$ cat src/rtl/env_mm_pkg.sv
package env_mm_pkg;

    typedef enum logic [1:0] {
        PH_PASS = 2'd0,
        PH_SEED = 2'd1,
        PH_FOLD = 2'd2
    } phase_e;

    localparam int unsigned SEED_BEATS = 4;

    function automatic logic [7:0] max3(input logic [7:0] s, input logic [7:0] x,
                                        input logic [7:0] y);
        logic [7:0] m;
        m = (x > s) ? x : s;
        return (y > m) ? y : m;
    endfunction

    function automatic logic [7:0] min3(input logic [7:0] s, input logic [7:0] x,
                                        input logic [7:0] y);
        logic [7:0] m;
        m = (x < s) ? x : s;
        return (y < m) ? y : m;
    endfunction

endpackage

$ cat src/rtl/env_seq.sv
module env_seq
    import env_mm_pkg::*;
#(
    parameter int CNT_W = 16,
    parameter int SLOTS = 4,
    localparam int SL_W = $clog2(SLOTS)
) (
    input  logic             clk,
    input  logic             rst,
    input  logic             env_mode,
    input  logic             beat_valid,
    input  logic [CNT_W-1:0] interval_len,
    output phase_e           phase,
    output logic [SL_W-1:0]  slot_idx,
    output logic             last_beat
);
    logic [CNT_W-1:0] beat_cnt;
    logic [CNT_W-1:0] end_idx;

    // effective length has a floor of SLOTS beats
    always_comb begin
        if (interval_len < CNT_W'(SLOTS)) end_idx = CNT_W'(SLOTS - 1);
        else                              end_idx = interval_len - 1'b1;
    end

    always_comb begin
        if (!env_mode)                          phase = PH_PASS;
        else if (beat_cnt < CNT_W'(SEED_BEATS)) phase = PH_SEED;
        else                                    phase = PH_FOLD;
    end

    assign slot_idx  = beat_cnt[SL_W-1:0];
    assign last_beat = env_mode && (beat_cnt >= end_idx);

    always_ff @(posedge clk) begin
        if (rst || !env_mode)  beat_cnt <= '0;
        else if (beat_valid)   beat_cnt <= last_beat ? '0 : beat_cnt + 1'b1;
    end
endmodule

$ cat src/rtl/env_slot.sv
module env_slot
    import env_mm_pkg::*;
#(
    parameter int SMP_W = 8
) (
    input  logic             clk,
    input  logic             rst,
    input  logic             wr,
    input  logic             seed,
    input  logic [SMP_W-1:0] s_lo,
    input  logic [SMP_W-1:0] s_hi,
    output logic [SMP_W-1:0] nxt_min,
    output logic [SMP_W-1:0] nxt_max
);
    logic [SMP_W-1:0] cur_min, cur_max;

    always_comb begin
        nxt_min = cur_min;
        nxt_max = cur_max;
        if (wr) begin
            if (seed) begin
                nxt_min = s_lo;
                nxt_max = s_hi;
            end else begin
                nxt_min = min3(cur_min, s_lo, s_hi);
                nxt_max = max3(cur_max, s_lo, s_hi);
            end
        end
    end

    always_ff @(posedge clk) begin
        if (rst) begin
            cur_min <= '0;
            cur_max <= '0;
        end else if (wr) begin
            cur_min <= nxt_min;
            cur_max <= nxt_max;
        end
    end
endmodule

$ cat src/rtl/env_emit.sv
module env_emit #(
    parameter int VEC_W = 32
) (
    input  logic             clk,
    input  logic             rst,
    input  logic             fire,
    input  logic [VEC_W-1:0] min_vec,
    input  logic [VEC_W-1:0] max_vec,
    output logic             strobe,
    output logic [VEC_W-1:0] out_min,
    output logic [VEC_W-1:0] out_max
);
    always_ff @(posedge clk) begin
        if (rst) begin
            strobe  <= 1'b0;
            out_min <= '0;
            out_max <= '0;
        end else begin
            strobe <= fire;
            if (fire) begin
                out_min <= min_vec;
                out_max <= max_vec;
            end
        end
    end
endmodule

$ cat src/rtl/env_minmax_capture.sv
module env_minmax_capture
    import env_mm_pkg::*;
#(
    parameter int SMP_W = 8,
    parameter int SLOTS = 4,
    parameter int CNT_W = 16,
    localparam int SL_W  = $clog2(SLOTS),
    localparam int VEC_W = SMP_W * SLOTS
) (
    input  logic             clk,
    input  logic             rst,
    input  logic             env_mode,
    input  logic [CNT_W-1:0] interval_len,
    input  logic             beat_valid,
    input  logic [SMP_W-1:0] pair_lo,
    input  logic [SMP_W-1:0] pair_hi,
    output logic             seed_phase,
    output logic             env_strobe,
    output logic [VEC_W-1:0] env_min,
    output logic [VEC_W-1:0] env_max
);
    phase_e           phase;
    logic [SL_W-1:0]  slot_idx;
    logic             last_beat;
    logic [VEC_W-1:0] min_vec, max_vec;
    logic             fire;

    env_seq #(.CNT_W(CNT_W), .SLOTS(SLOTS)) u_seq (
        .clk(clk), .rst(rst), .env_mode(env_mode), .beat_valid(beat_valid),
        .interval_len(interval_len), .phase(phase), .slot_idx(slot_idx),
        .last_beat(last_beat)
    );

    for (genvar k = 0; k < SLOTS; k++) begin : g_slot
        logic wr_k;
        assign wr_k = beat_valid && ((phase == PH_PASS) || (slot_idx == SL_W'(k)));
        env_slot #(.SMP_W(SMP_W)) u_slot (
            .clk(clk), .rst(rst), .wr(wr_k), .seed(phase != PH_FOLD),
            .s_lo(pair_lo), .s_hi(pair_hi),
            .nxt_min(min_vec[k*SMP_W +: SMP_W]),
            .nxt_max(max_vec[k*SMP_W +: SMP_W])
        );
    end

    assign fire       = beat_valid && ((phase == PH_PASS) || last_beat);
    assign seed_phase = (phase != PH_FOLD);

    env_emit #(.VEC_W(VEC_W)) u_emit (
        .clk(clk), .rst(rst), .fire(fire), .min_vec(min_vec), .max_vec(max_vec),
        .strobe(env_strobe), .out_min(env_min), .out_max(env_max)
    );
endmodule

$ cat config.mk
export PLATFORM = sky130hd
export DESIGN_NAME = env_minmax_capture
export DESIGN_NICKNAME = d
export VERILOG_FILES = /design/src/rtl/env_mm_pkg.sv /design/src/rtl/env_seq.sv /design/src/rtl/env_slot.sv /design/src/rtl/env_emit.sv /design/src/rtl/env_minmax_capture.sv
export SDC_FILE = /design/constraint.sdc
export NUM_CORES = 1
export LEC_CHECK = 0
export ABC_CLOCK_PERIOD_IN_PS = 5270
export BUFFER_PORTS_ARGS = -buffer_cell sky130_fd_sc_hd__buf_2
export CORE_UTILIZATION = 35
export CTS_BUF_LIST = sky130_fd_sc_hd__clkbuf_4
export CTS_CLUSTER_DIAMETER = 40
export DETAILED_ROUTE_END_ITERATION = 8
export PLACE_DENSITY = 0.52
export SLEW_MARGIN = 15
export SYNTH_ARGS = -nofsm -noshare
export SYNTH_HDL_FRONTEND = slang
export SYNTH_HIERARCHICAL = 1
export SYNTH_SLANG_ARGS = --single-unit
$ cat constraint.sdc
create_clock -name clk -period 5.27 [get_ports clk]
set_input_delay 1.054 -clock clk [delete_from_list [all_inputs] [get_ports clk]]
set_output_delay 1.054 -clock clk [all_outputs]
set_load 0.05 [all_outputs]
# [Yosys cells after proc, flatten, opt, wreduce, memory -nomap -nowiden]
# Index checks and enable logic that the tools add are counted.
[totals] regBits=145 mem_count=0 ramBits=0 in_bits=36 latchBits=0 out_inout_bits=66 rom_bits=0 elab_cells=88
[classes] add_sub_neg=2 n_shift=0 n_reduce_logical=15 muxes=36 n_eq_ne=4 div=0 n_bitwise=0 order_cmp=19 mul=0
[ops] operator="$mux W8" count=32
[ops] operator="$gt A8 B8 Y1" count=8
[ops] operator="$lt A8 B8 Y1" count=8
[ops] operator="$lt A16 B3 Y1 const B" count=2
[ops] operator="$mux W16" count=2
[ops] operator="$add A16 B1 Y16 const B" count=1
[ops] operator="$ge A16 B16 Y1" count=1
[ops] operator="$sub A16 B1 Y16 const B" count=1
[ops] operator="$logic_and A1 B1 Y1" count=6
[ops] operator="$logic_or A1 B1 Y1" count=6
[ops] operator="$eq A2 B2 Y1 const B" count=2
[ops] operator="$logic_not A2 Y1" count=2
[ops] operator="$mux W2" count=2
[ops] operator="$eq A2 B1 Y1 const B" count=1
[ops] operator="$ne A2 B2 Y1 const B" count=1
[ops] operator="$logic_not A1 Y1" count=1

# [Logic depth before layout (Yosys ltp)]
# Gate-level depths: netlist (run 1).
[depth] depth_word=7 ltp_mapped=20 mapped_depth_nobuf=18

# [By module]
# Netlist (run 1), hierarchy kept.
[by_module_without_submodules] module="env_slot (g_slot[0].u_slot ...)" cells_per_inst=250 area_per_inst_um2=1980.6 n_inst=2
[by_module_without_submodules] module="env_emit" cells_per_inst=208 area_per_inst_um2=2311.0 n_inst=1
[by_module_without_submodules] module="env_slot (g_slot[2].u_slot)" cells_per_inst=245 area_per_inst_um2=1925.6 n_inst=1
[by_module_without_submodules] module="env_slot (g_slot[3].u_slot)" cells_per_inst=262 area_per_inst_um2=1916.8 n_inst=1
[by_module_without_submodules] module="env_seq" cells_per_inst=194 area_per_inst_um2=1622.8 n_inst=1
[by_module_without_submodules] module="env_minmax_capture" cells_per_inst=11 area_per_inst_um2=77.6 n_inst=1

# [Worst setup path before layout (run 1)]
# No wires, ideal clock.
[synth_path] path_type="input-to-reg" start="input pair_lo[1]" end="register u_emit.out_max[10]" slack_ns=0.632 path_buffers=3 arrival_time_ns=4.510 stages=19 setup_ns=0.128 cell_sequence="ha_1 nor2b_1 o21a_1 o21a_1 o31ai_1 clkbuf_1 nor2_1 a21oi_1 ha_1 a21o_1 a211o_1 nor4b_4 or2_1 buf_4 a21o_4 buf_6 a22oi_1 mux2i_1 nor2_1"
[synth_via] elab_chain_len=6
[synth_rtl] element="start, declared" line_no="env_minmax_capture.sv:15" source="input logic [SMP_W-1:0] pair_lo,"
[synth_rtl] element="$gt A8 B8 Y1" line_no="env_mm_pkg.sv:14" source="m = (x > s) ? x : s;"
[synth_rtl] element="$mux W8 (*)" line_no="env_mm_pkg.sv:14"
[synth_rtl] element="$gt A8 B8 Y1" line_no="env_mm_pkg.sv:15" source="return (y > m) ? y : m;"
[synth_rtl] element="$mux W8 (*)" line_no="env_mm_pkg.sv:15"
[synth_rtl] element="$mux W8 (*)" line_no="env_slot.sv:21" source="if (seed) begin"
[synth_rtl] element="$mux W8 (*)" line_no="env_slot.sv:20" source="if (wr) begin"
[synth_rtl] element="net max_vec[10]" line_no="env_minmax_capture.sv:25" source="logic [VEC_W-1:0] min_vec, max_vec;"
[synth_rtl] element="end signal, assigned" line_no="env_emit.sv:22" source="out_max <= max_vec;"
[synth_rtl] element="end, declared" line_no="env_emit.sv:11" source="output logic [VEC_W-1:0] out_max"
# Mark *: on every way through the listed nets, which the timed path passes. The rest lies on a longest branch.
# A chain may end at the register's enable or synchronous reset.

# [Worst setup path after layout (run 1)]
[layout_path] start="input pair_lo[1]" end="register u_emit.out_min[13]"
[layout_via] elab_chain_len=6
[layout_rtl] element="$lt A8 B8 Y1" line_no="env_mm_pkg.sv:21" source="m = (x < s) ? x : s;"
[layout_rtl] element="$mux W8 (*)" line_no="env_mm_pkg.sv:21"
[layout_rtl] element="$lt A8 B8 Y1" line_no="env_mm_pkg.sv:22" source="return (y < m) ? y : m;"
[layout_rtl] element="$mux W8 (*)" line_no="env_mm_pkg.sv:22"
[layout_rtl] element="$mux W8 (*)" line_no="env_slot.sv:21"
[layout_rtl] element="$mux W8 (*)" line_no="env_slot.sv:20"
[layout_rtl] element="net min_vec[13]" line_no="env_minmax_capture.sv:25"
[layout_rtl] element="end signal, assigned" line_no="env_emit.sv:21" source="out_min <= min_vec;"
[layout_rtl] element="end, declared" line_no="env_emit.sv:10" source="output logic [VEC_W-1:0] out_min,"
# Marks and branches as above.

==> key figures, run 1 <==
Yosys
  – Register bit total from synthesis: 145
  – Mean Syn Cell Area: 8.32 µm²
  – Synth Instances: 1420
  – Synth area leader: dfxtp_1
  – Syn_nets: 1594
  – Netlist cell types: 82
  – Most frequent cell after synthesis: nor2_1
  – FFs w/ async S/R, synth: 0%
  – Synth top cells by count: 152 x nor2_1, 145 x dfxtp_1, 138 x ha_1
  – Post-synth top area share: 24.6%
  – Area contributors post-synth: dfxtp_1 25%, ha_1 15%, mux2i_1 9.4%
  – Netlist area before placement: 11800 µm²
  – Commonest register cell after synthesis: dfxtp_1
  – Post-synth EDFFs: 0
  – Register area share after synthesis: 24.6%
  – YS warnings: 6

Clock tree
  – Clock sinks: 145
  – Resized Gates After CTS: 0
  – Reg clk slew, reported paths: 0.14 ns
  – Clk buf depth: 2
  – Clk root buf: clkbuf_4
  – TritonCTS clock tree: yes
  – Post-CTS Setup Bufs: 0
  – Worst-skew pair later-pin latency: 0.60 ns
  – H-tree levels: 4
  – TritonCTS Buffers: 17
  – Hold Buf Count CTS: 0

Critical path
  – Crit Path Class: in2reg
  – Top cell family by delay on the critical path: compound AO/OA/AOI/OAI gates
  – CP max-delay cell: nor4b_1
  – Worst path required time: 5.74 ns
  – Critical path arrival: 5.08 ns
  – Critical path startpoint category: input pin
  – Crit-path most repeated cell: mux2i_1
  – Worst Path Buf+Inv: 1
  – CP cell instances: buf_2, ha_1, a2111o_1, a21oi_2, mux2i_1, ha_1, a211oi_1, o21bai_1, nor4b_1, mux2i_1, a211oi_1, nor3_1, mux2i_1, nor2_1
  – Crit path largest cell delay: 0.45 ns
  – Crit. End Element: register
  – CP Max Fanout: 18

GRT
  – Pin count of the biggest net entering global routing: 66
  – GRT Resource Usage Total: 21.2%
  – First-pass GRT wire length: 57100 µm
  – Initial antenna violation count: 1
  – Vias in the first global route: 10426
  – GRT overflow: 0

STA
  – Setup ws final: 0.659 ns
  – Tcrit/Tclk final: 87.5%
  – Clock Skew: 0.0351 ns
  – Unrepaired setup endpoints after global routing: false
  – Max Clk Rate: 217 MHz
  – Rel. slew slack: 42.5%
  – Fin. Hold Viols: 0
  – Final setup fails: 0
  – Pin slew with the least headroom to its limit: 0.862 ns
  – Final Critical Period: 4.61 ns
  – Max Slew Vio Count: 0
  – Setup TNS: 0 ns

Route
  – Vias: 11050
  – DRC viols: 0
  – Post-Route M1 WL: 17400 µm
  – ANT nets after route: 0
  – Routed vias/inst: 5.58
  – Uppermost routed layer: met4
  – WL met3: 2040 µm
  – Metal2 WL: 16000 µm
  – Drt wl/cell: 18.3 µm
  – Initial DRC count: 713
  – DRT Pass-1 Iters: 7
  – WL final: 36200 µm

Floorplanning
  – Io pins: 102
  – Die W: 186 µm
  – Die height: 186 µm
  – Die ar.: 34500 µm²
  – Core area: 32900 µm²
  – Row Count: 66
  – Initial core utilization: 35.9%

Layout
  – Non-filler cells, final: 1980
  – Share of cells above drive strength 1: 16.1%
  – P&R area growth vs syn: 11.3%
  – Layout Nets: 1699
  – Fillers: 3482

Pwr
  – Leakage power: 5.53 nW
  – IR drop worst, VDD: 0.122 mV
  – Power Density: 222 nW/µm²

Worst hold path
  – Hold Crit Class: reg2reg

Placed design
  – I/O Buffers: 101
  – Pre-CTS setup slack: 0.0794 ns
  – Placed Cells: 1948
  – Detail Placement HPWL: 25800 µm
  – Gpl congestion: 0.845

Status
  – Outcome: completed

Flow run
  – Number of max-cap violations: 0
## where the power goes
group | switching (mW) | total (mW) | internal (mW)
Combinational | 0.629 | 1.00 | 0.375
Sequential | 0.0357 | 1.19 | 1.15
Clock | 0.450 | 0.725 | 0.275
Total | 1.11 | 2.91 | 1.80
## cells by family after synthesis
| group | Yosys count | synth area share [%] |
|---|---|---|
| adders and majority gates | 138 | 14.6 |
| DFF | 145 | 24.6 |
| buffers and inverters | 175 | 6.98 |
| muxes | 116 | 9.90 |
| xor gates and xnor gates | 26 | 1.93 |
| and+or+nand+nor | 443 | 20.1 |
| AOI/OAI and AO/OA | 377 | 21.9 |
## worst min-delay path, cell delays in order, from the launching register on
cell and delay (ns):
dfxtp_1 0.34, mux2i_1 0.06, nor2_1 0.07
## cell type report
class / instances / area, µm² / share of cell area (%)
Clock inverter: 12 / 120 / 0.913
Inverter: 105 / 394 / 3.00
Tap cell: 442 / 553 / 4.21
Antenna cell: 2 / 5.00 / 0.0381
Sequential cell: 145 / 2900 / 22.1
Timing Repair Buffer: 156 / 933 / 7.10
Clock buffer: 18 / 135 / 1.03
Multi-Input combinational cell: 1100 / 8110 / 61.6
## metrics by stage
stage	hold slack, ns	util [%]	area, µm²	power, mW
after floorplan	0.457	-	11800	1.92
after global placement	0.467	39.2	12900	2.19
after detailed placement	0.478	39.2	12900	2.21
after CTS	0.509	40.0	13100	2.94
after global routing	0.528	40.0	13200	3.10
final	0.506	40.0	13200	2.91
## per-layer routing
layer | vias up | track usage (%)
met5 | - | 0
li1 | 5454 | -
met2 | 339 | 33.7
met4 | 0 | 6.10
met1 | 5212 | 29.2
met3 | 45 | 3.74
## layout by cell type, fill, tap and decap left out, drive strengths merged, types with 5 or more instances in the layout
| cell | Yosys | routed |
|---|---|---|
| nand2b | 11 | 11 |
| nand3 | 34 | 34 |
| nand4 | 25 | 25 |
| a221oi | 18 | 18 |
| nor4 | 19 | 19 |
| xnor2 | 13 | 13 |
| or2 | 7 | 7 |
| clkbuf | 32 | 18 |
| a211oi | 27 | 27 |
| clkinv | 0 | 6 |
| nor2 | 153 | 153 |
| a32oi | 18 | 18 |
| nor3 | 57 | 57 |
| o22ai | 21 | 21 |
| o21a | 17 | 17 |
| buf | 37 | 156 |
| a31oi | 25 | 25 |
| a22oi | 16 | 16 |
| a21oi | 52 | 52 |
| mux2i | 112 | 112 |
| nand2 | 63 | 63 |
| a21o | 28 | 28 |
| xor2 | 13 | 13 |
| nor4b | 20 | 20 |
| dfxtp | 145 | 145 |
| o21ai | 108 | 108 |
| inv | 105 | 105 |
| o21bai | 7 | 7 |
| nor2b | 28 | 28 |
| or3 | 5 | 5 |
| o31ai | 6 | 6 |
| and2 | 7 | 7 |
| ha | 138 | 138 |
| a211o | 6 | 6 |
## registers in the layout, indices dropped and copies added (netlist names)
name                   cells
g_slot.u_slot/cur_max     32
g_slot.u_slot/cur_min     32
u_emit/out_max            32
u_emit/out_min            32
u_emit/strobe              1
u_seq/beat_cnt            16
## worst paths after layout
check | cells past startpoint | endpoint | slack, ns | startpoint
setup / recovery | 14 | u_emit/out_min[13]$_SDFFE_PP0P_ | 0.66 | pair_lo[1]
hold / removal | 2 | u_emit/out_max[12]$_SDFFE_PP0P_ | 0.51 | u_emit/out_max[12]$_SDFFE_PP0P_
setup reg to reg | 14 | u_emit/out_min[13]$_SDFFE_PP0P_ | 1.11 | g_slot[1].u_slot/cur_min[1]$_SDFFE_PP0P_
hold reg to reg | 2 | u_emit/out_max[12]$_SDFFE_PP0P_ | 0.51 | u_emit/out_max[12]$_SDFFE_PP0P_
Note: power is estimated with default switching activity, not from simulation.
==> inputs of run 2 (changes only) <==
Settings changed: REMOVE_ABC_BUFFERS from default to 1.
==> run 2 against run 1 <==
  * Sequential share of layout area is 0.19 points lower
  * Final cell count hardly changed
  * Critical endpoint is now u_emit/out_min[9]$_SDFFE_PP0P_
  * Worst hold slack worse by 0.0033 ns
  * Largest power group unchanged
  * Critical path depth is 3 higher
  * Critical path type unchanged
  * Wire length is 3.1% lower
==> key figures, run 2 (synthesized netlist as in run 1, its figures left out) <==
STA
  – Unrepaired setup endpoints after global routing: false
  – Final setup fails: 0
  – Rel. slew slack: 47.4%
  – Setup TNS: 0 ns
  – Final Critical Period: 4.34 ns
  – Fin. Hold Viols: 0
  – Max Slew Vio Count: 0
  – Pin slew with the least headroom to its limit: 0.789 ns
  – Tcrit/Tclk final: 82.3%
  – Max Clk Rate: 230 MHz
  – Clock Skew: 0.0324 ns

Layout
  – Fillers: 3426
  – Layout Nets: 1697
  – Most frequent cells in the layout: 152 x nor2_1, 145 x dfxtp_1, 138 x ha_1
  – P&R area growth vs syn: 12.3%
  – Share of cells above drive strength 1: 16.0%
  – Design area: 13300 µm²
  – Commonest non-fill, non-tap cell in the layout: nor2_1
  – Post-route core utilization: 40.4%

Route
  – Initial DRC count: 698
  – Routed vias/inst: 5.49
  – DRT Pass-1 Iters: 5
  – ANT nets after route: 0
  – WL final: 35100 µm
  – Drt wl/cell: 17.7 µm
  – Vias: 10882
  – DRC viols: 0

Critical path
  – CP Max Fanout: 12
  – Critical path arrival: 4.81 ns
  – Crit Path Class: in2reg
  – Crit. End Element: register
  – Worst path required time: 5.74 ns
  – Critical path startpoint category: input pin

Pwr
  – Sequential power share: 38.9%
  – Net Sw Frac: 37.3%
  – IR drop worst, VDD: 0.165 mV
  – Combinational power share: 32.8%
  – Power Internal: 1.91 mW
  – Leakage power: 5.58 nW
  – Power Density: 230 nW/µm²
  – Clock power share: 28.2%
  – P_sw: 1.14 mW

GRT
  – First-pass GRT wire length: 56000 µm
  – Vias in the first global route: 10589
  – Initial antenna violation count: 2
  – GRT overflow: 0
  – Pin count of the biggest net entering global routing: 46
  – GRT Resource Usage Total: 20.7%

Floorplanning
  – Initial core utilization: 35.9%
  – Die ar.: 34500 µm²
  – Row Count: 66
  – Die height: 186 µm
  – Die W: 186 µm
  – Core area: 32900 µm²
  – Io pins: 102

Clock tree
  – Resized Gates After CTS: 0
  – Clk buf depth: 2
  – H-tree levels: 4
  – Clock sinks: 145
  – Hold Buf Count CTS: 0
  – TritonCTS Buffers: 17
  – TritonCTS clock tree: yes
  – Clk root buf: clkbuf_4
  – Worst-skew pair later-pin latency: 0.60 ns
  – Reg clk slew, reported paths: 0.13 ns
  – Post-CTS Setup Bufs: 0

Flow run
  – Number of max-cap violations: 0

Status
  – Outcome: completed

Placed design
  – Post-DP Area: 12900 µm²
  – Gpl congestion: 0.860
  – Detail Placement HPWL: 24900 µm
  – I/O Buffers: 101

Worst hold path
  – Hold Crit Class: reg2reg
-- run 2: changes by cell type in the layout (fill, tap and decap cells not counted), sizes merged --
| cell | before | now |
|---|---|---|
| buf | 156 | 154 |
| bufinv | 2 | 4 |
| clkbuf | 18 | 17 |
| clkinvlp | 4 | 1 |
| diode | 2 | 3 |
| inv | 105 | 109 |
-- run 2: path summary, 6_finish.rpt --
check / startpoint / endpoint / slack (ns) / cells after the start
worst max register to register: g_slot[0].u_slot/cur_min[1]$_SDFFE_PP0P_ / u_emit/out_min[3]$_SDFFE_PP0P_ / 1.28 / 15
worst max-delay path: pair_lo[6] / u_emit/out_min[9]$_SDFFE_PP0P_ / 0.93 / 17
worst min-delay path: u_emit/out_min[0]$_SDFFE_PP0P_ / u_emit/out_min[0]$_SDFFE_PP0P_ / 0.50 / 2
worst min register to register: u_emit/out_min[0]$_SDFFE_PP0P_ / u_emit/out_min[0]$_SDFFE_PP0P_ / 0.50 / 2
-- run 2: cell type report --
class                           instances  area (µm²)  area share [%]
Clock inverter                         15         206            1.56
Sequential cell                       145        2900            21.9
Antenna cell                            3        7.51          0.0566
Clock buffer                           17         128           0.962
Multi-Input combinational cell       1100        8110            61.1
Inverter                              105         394            2.97
Timing Repair Buffer                  154         968            7.30
Tap cell                              442         553            4.17
-- run 2: worst max-delay path, cell delays in order --
cell and delay, ns:
buf_2 0.38, buf_4 0.21, ha_1 0.24, nand4_1 0.10, a21oi_1 0.06, a21oi_2 0.13
buf_4 0.19, mux2i_1 0.30, ha_1 0.30, a211o_1 0.27, o211a_1 0.15, nor4b_1 0.43
mux2i_1 0.34, a211oi_1 0.35, nor3_1 0.08, mux2i_1 0.14, nor2_1 0.05
-- run 2: power groups by stage --
stage	Combinational, mW	Clock [mW]	Sequential [mW]
2_1_floorplan	0.604	0	1.27
3_3_place_gp	0.982	0	1.21
3_5_place_dp	0.995	0	1.21
4_1_cts	1.00	0.894	1.19
5_1_grt	1.11	0.937	1.19
6_report	1.00	0.861	1.19
-- run 2: layer usage --
layer  vias up  global-route usage (%)  wire, µm
li1       5459                       -         -
met1      5126                    27.6     16900
met2       248                    33.9     15700
met3        49                    3.54      1640
met4         0                    6.46       801
met5         -                       0         0
-- run 2: metrics by stage --
stage | std cells | total power, mW | hold WS (ns) | setup slack (ns)
floorplan | 1350 | 1.88 | 0.457 | -0.481
global placement | 1946 | 2.19 | 0.472 | 0.417
detailed placement | 1946 | 2.21 | 0.478 | 0.374
CTS | 1978 | 3.08 | 0.510 | 1.00
global route | 1981 | 3.24 | 0.532 | 0.628
finish | 1981 | 3.05 | 0.502 | 0.931
==> inputs of run 3 (changes only) <==
Settings changed: ABC_CLOCK_PERIOD_IN_PS 5270 to 4200.
Clock period 5.27 ns to 4.2 ns, I/O delays scaled along.
==> run 3 against run 2 <==
  * Sequential power increased by 25%
  * Combinational power increased by 45%
  * Critical path type unchanged
  * Flip-flop and latch count unchanged
  * Sequential share of layout area decreased by 1.7 points
  * First-iteration DRC count increased by 14%
  * Clock power increased by 43%
  * Die area unchanged
  * Critical endpoint is now u_emit/out_min[14]$_SDFFE_PP0P_
  * Via count increased by 4.6%
  * Final cell count increased by 6.3%
  * Worst setup slack got worse by 0.72 ns
  * Clock-buffer cell count unchanged
==> key figures, run 3 (synthesized netlist as in run 1, its figures left out) <==
Status
  – Outcome: completed

Clock tree
  – Clk buf depth: 2
  – Post-CTS Setup Bufs: 0
  – Reg clk slew, reported paths: 0.13 ns
  – Clock sinks: 145
  – H-tree levels: 4
  – TritonCTS clock tree: yes
  – Clk root buf: clkbuf_4
  – Hold Buf Count CTS: 0
  – TritonCTS Buffers: 17
  – Worst-skew pair later-pin latency: 0.60 ns

STA
  – Tcrit/Tclk final: 94.9%
  – Final Critical Period: 3.99 ns
  – Unrepaired setup endpoints after global routing: false
  – Setup TNS: 0 ns
  – Clock Skew: 0.0354 ns
  – Pin slew with the least headroom to its limit: 0.838 ns
  – Max Clk Rate: 251 MHz
  – Final setup fails: 0
  – Fin. Hold Viols: 0
  – Rel. slew slack: 44.1%
  – Max Slew Vio Count: 0

Worst hold path
  – HP Start: u_emit/out_min[6]$_SDFFE_PP0P_
  – Hold Crit Class: reg2reg

Pwr
  – Leakage power: 6.26 nW
  – Tot Pwr: 4.17 mW
  – IR drop worst, VDD: 0.298 mV
  – Power Density: 290 nW/µm²

Layout
  – Design area: 14400 µm²
  – Layout Nets: 1825
  – Share of cells above drive strength 1: 22.9%
  – Commonest non-fill, non-tap cell in the layout: buf_4
  – P&R area growth vs syn: 21.8%
  – Fillers: 3373
  – Multi-input gate area: 8150 µm²
  – Storage cell area: 2900 µm²
  – Most frequent cells in the layout: 171 x buf_4, 152 x nor2_1, 145 x dfxtp_1

GRT
  – GRT overflow: 0
  – First-pass GRT wire length: 60100 µm
  – GRT Resource Usage Total: 22.4%
  – Initial antenna violation count: 1
  – Vias in the first global route: 11165
  – Pin count of the biggest net entering global routing: 45

Route
  – Vias: 11381
  – Drt wl/cell: 17.9 µm
  – DRC viols: 0
  – ANT nets after route: 0
  – DRT Pass-1 Iters: 5
  – WL final: 37700 µm
  – Initial DRC count: 793
  – Routed vias/inst: 5.40

Floorplanning
  – Die W: 186 µm
  – Die height: 186 µm
  – Die ar.: 34500 µm²
  – Core area: 32900 µm²
  – Initial core utilization: 35.9%
  – Io pins: 102
  – Row Count: 66

Flow run
  – Number of max-cap violations: 0

Critical path
  – Critical path startpoint category: input pin
  – CP Max Fanout: 5
  – Worst path required time: 4.68 ns
  – Crit. End Element: register
  – Crit Path Class: in2reg
  – Reg2reg start: g_slot[0].u_slot/cur_min[7]$_SDFFE_PP0P_
  – CP startpoint: pair_lo[1]
  – Critical path arrival: 4.47 ns

Placed design
  – Detail Placement HPWL: 28400 µm
  – I/O Buffers: 101
  – Gpl congestion: 0.882
  – Post-DP Area: 14000 µm²
-- run 3: final timing paths --
path,endpoint,slack (ns),cells after the start
worst min register to register,u_emit/out_min[6]$_SDFFE_PP0P_,0.50,2
worst min-delay path,u_emit/out_min[6]$_SDFFE_PP0P_,0.50,2
worst max-delay path,u_emit/out_min[14]$_SDFFE_PP0P_,0.21,18
worst max register to register,u_emit/out_min[7]$_SDFFE_PP0P_,0.24,18
-- run 3: final cells by class --
class / count / area share, %
Multi-Input combinational cell: 1100 / 56.6
Sequential cell: 145 / 20.2
Timing Repair Buffer: 282 / 13.9
Tap cell: 442 / 3.84
Inverter: 105 / 2.74
Clock inverter: 14 / 1.83
Clock buffer: 17 / 0.887
Antenna cell: 1 / 0.0174
-- run 3: where the power goes --
group	switching (mW)	internal (mW)	leakage (nW)
combinational	0.829	0.622	4.87
clock	0.581	0.649	0.203
sequential	0.0465	1.44	1.19
-- run 3: critical path: stages --
cell and delay [ns]:
buf_2 0.15, buf_12 0.14, ha_1 0.28, a2111o_1 0.38, a21oi_2 0.15, buf_4 0.16
buf_4 0.14, mux2i_1 0.22, ha_1 0.17, a211oi_1 0.08, o21bai_1 0.32, nor4_1 0.14
mux2_2 0.35, buf_4 0.16, nor4b_1 0.47, nor3_1 0.10, mux2i_1 0.14, nor2_1 0.05
-- run 3: metal layers --
metal / track usage (%) / up-vias / share of wire [%]
li1: - / 5717 / -
met1: 29.6 / 5364 / 48
met2: 36.7 / 252 / 46
met3: 3.21 / 48 / 3.8
met4: 8.43 / 0 / 2.8
met5: 0 / - / 0
-- run 3: what timing repair did --
item	CTS	global route
hold endpoints to repair	0	0
gates resized for setup	0	7
setup endpoints to repair	0	8
-- run 3: through the flow --
step           hold slack (ns)  setup WS (ns)  util, %  cells
6_report                 0.500          0.212     43.8   2106
3_5_place_dp             0.477         -0.425     42.5   2074
4_1_cts                  0.507          0.172     43.7   2105
2_1_floorplan            0.457          -1.34        -   1350
5_1_grt                  0.537        0.00346     43.8   2106
3_3_place_gp             0.470         -0.314     42.5   2074
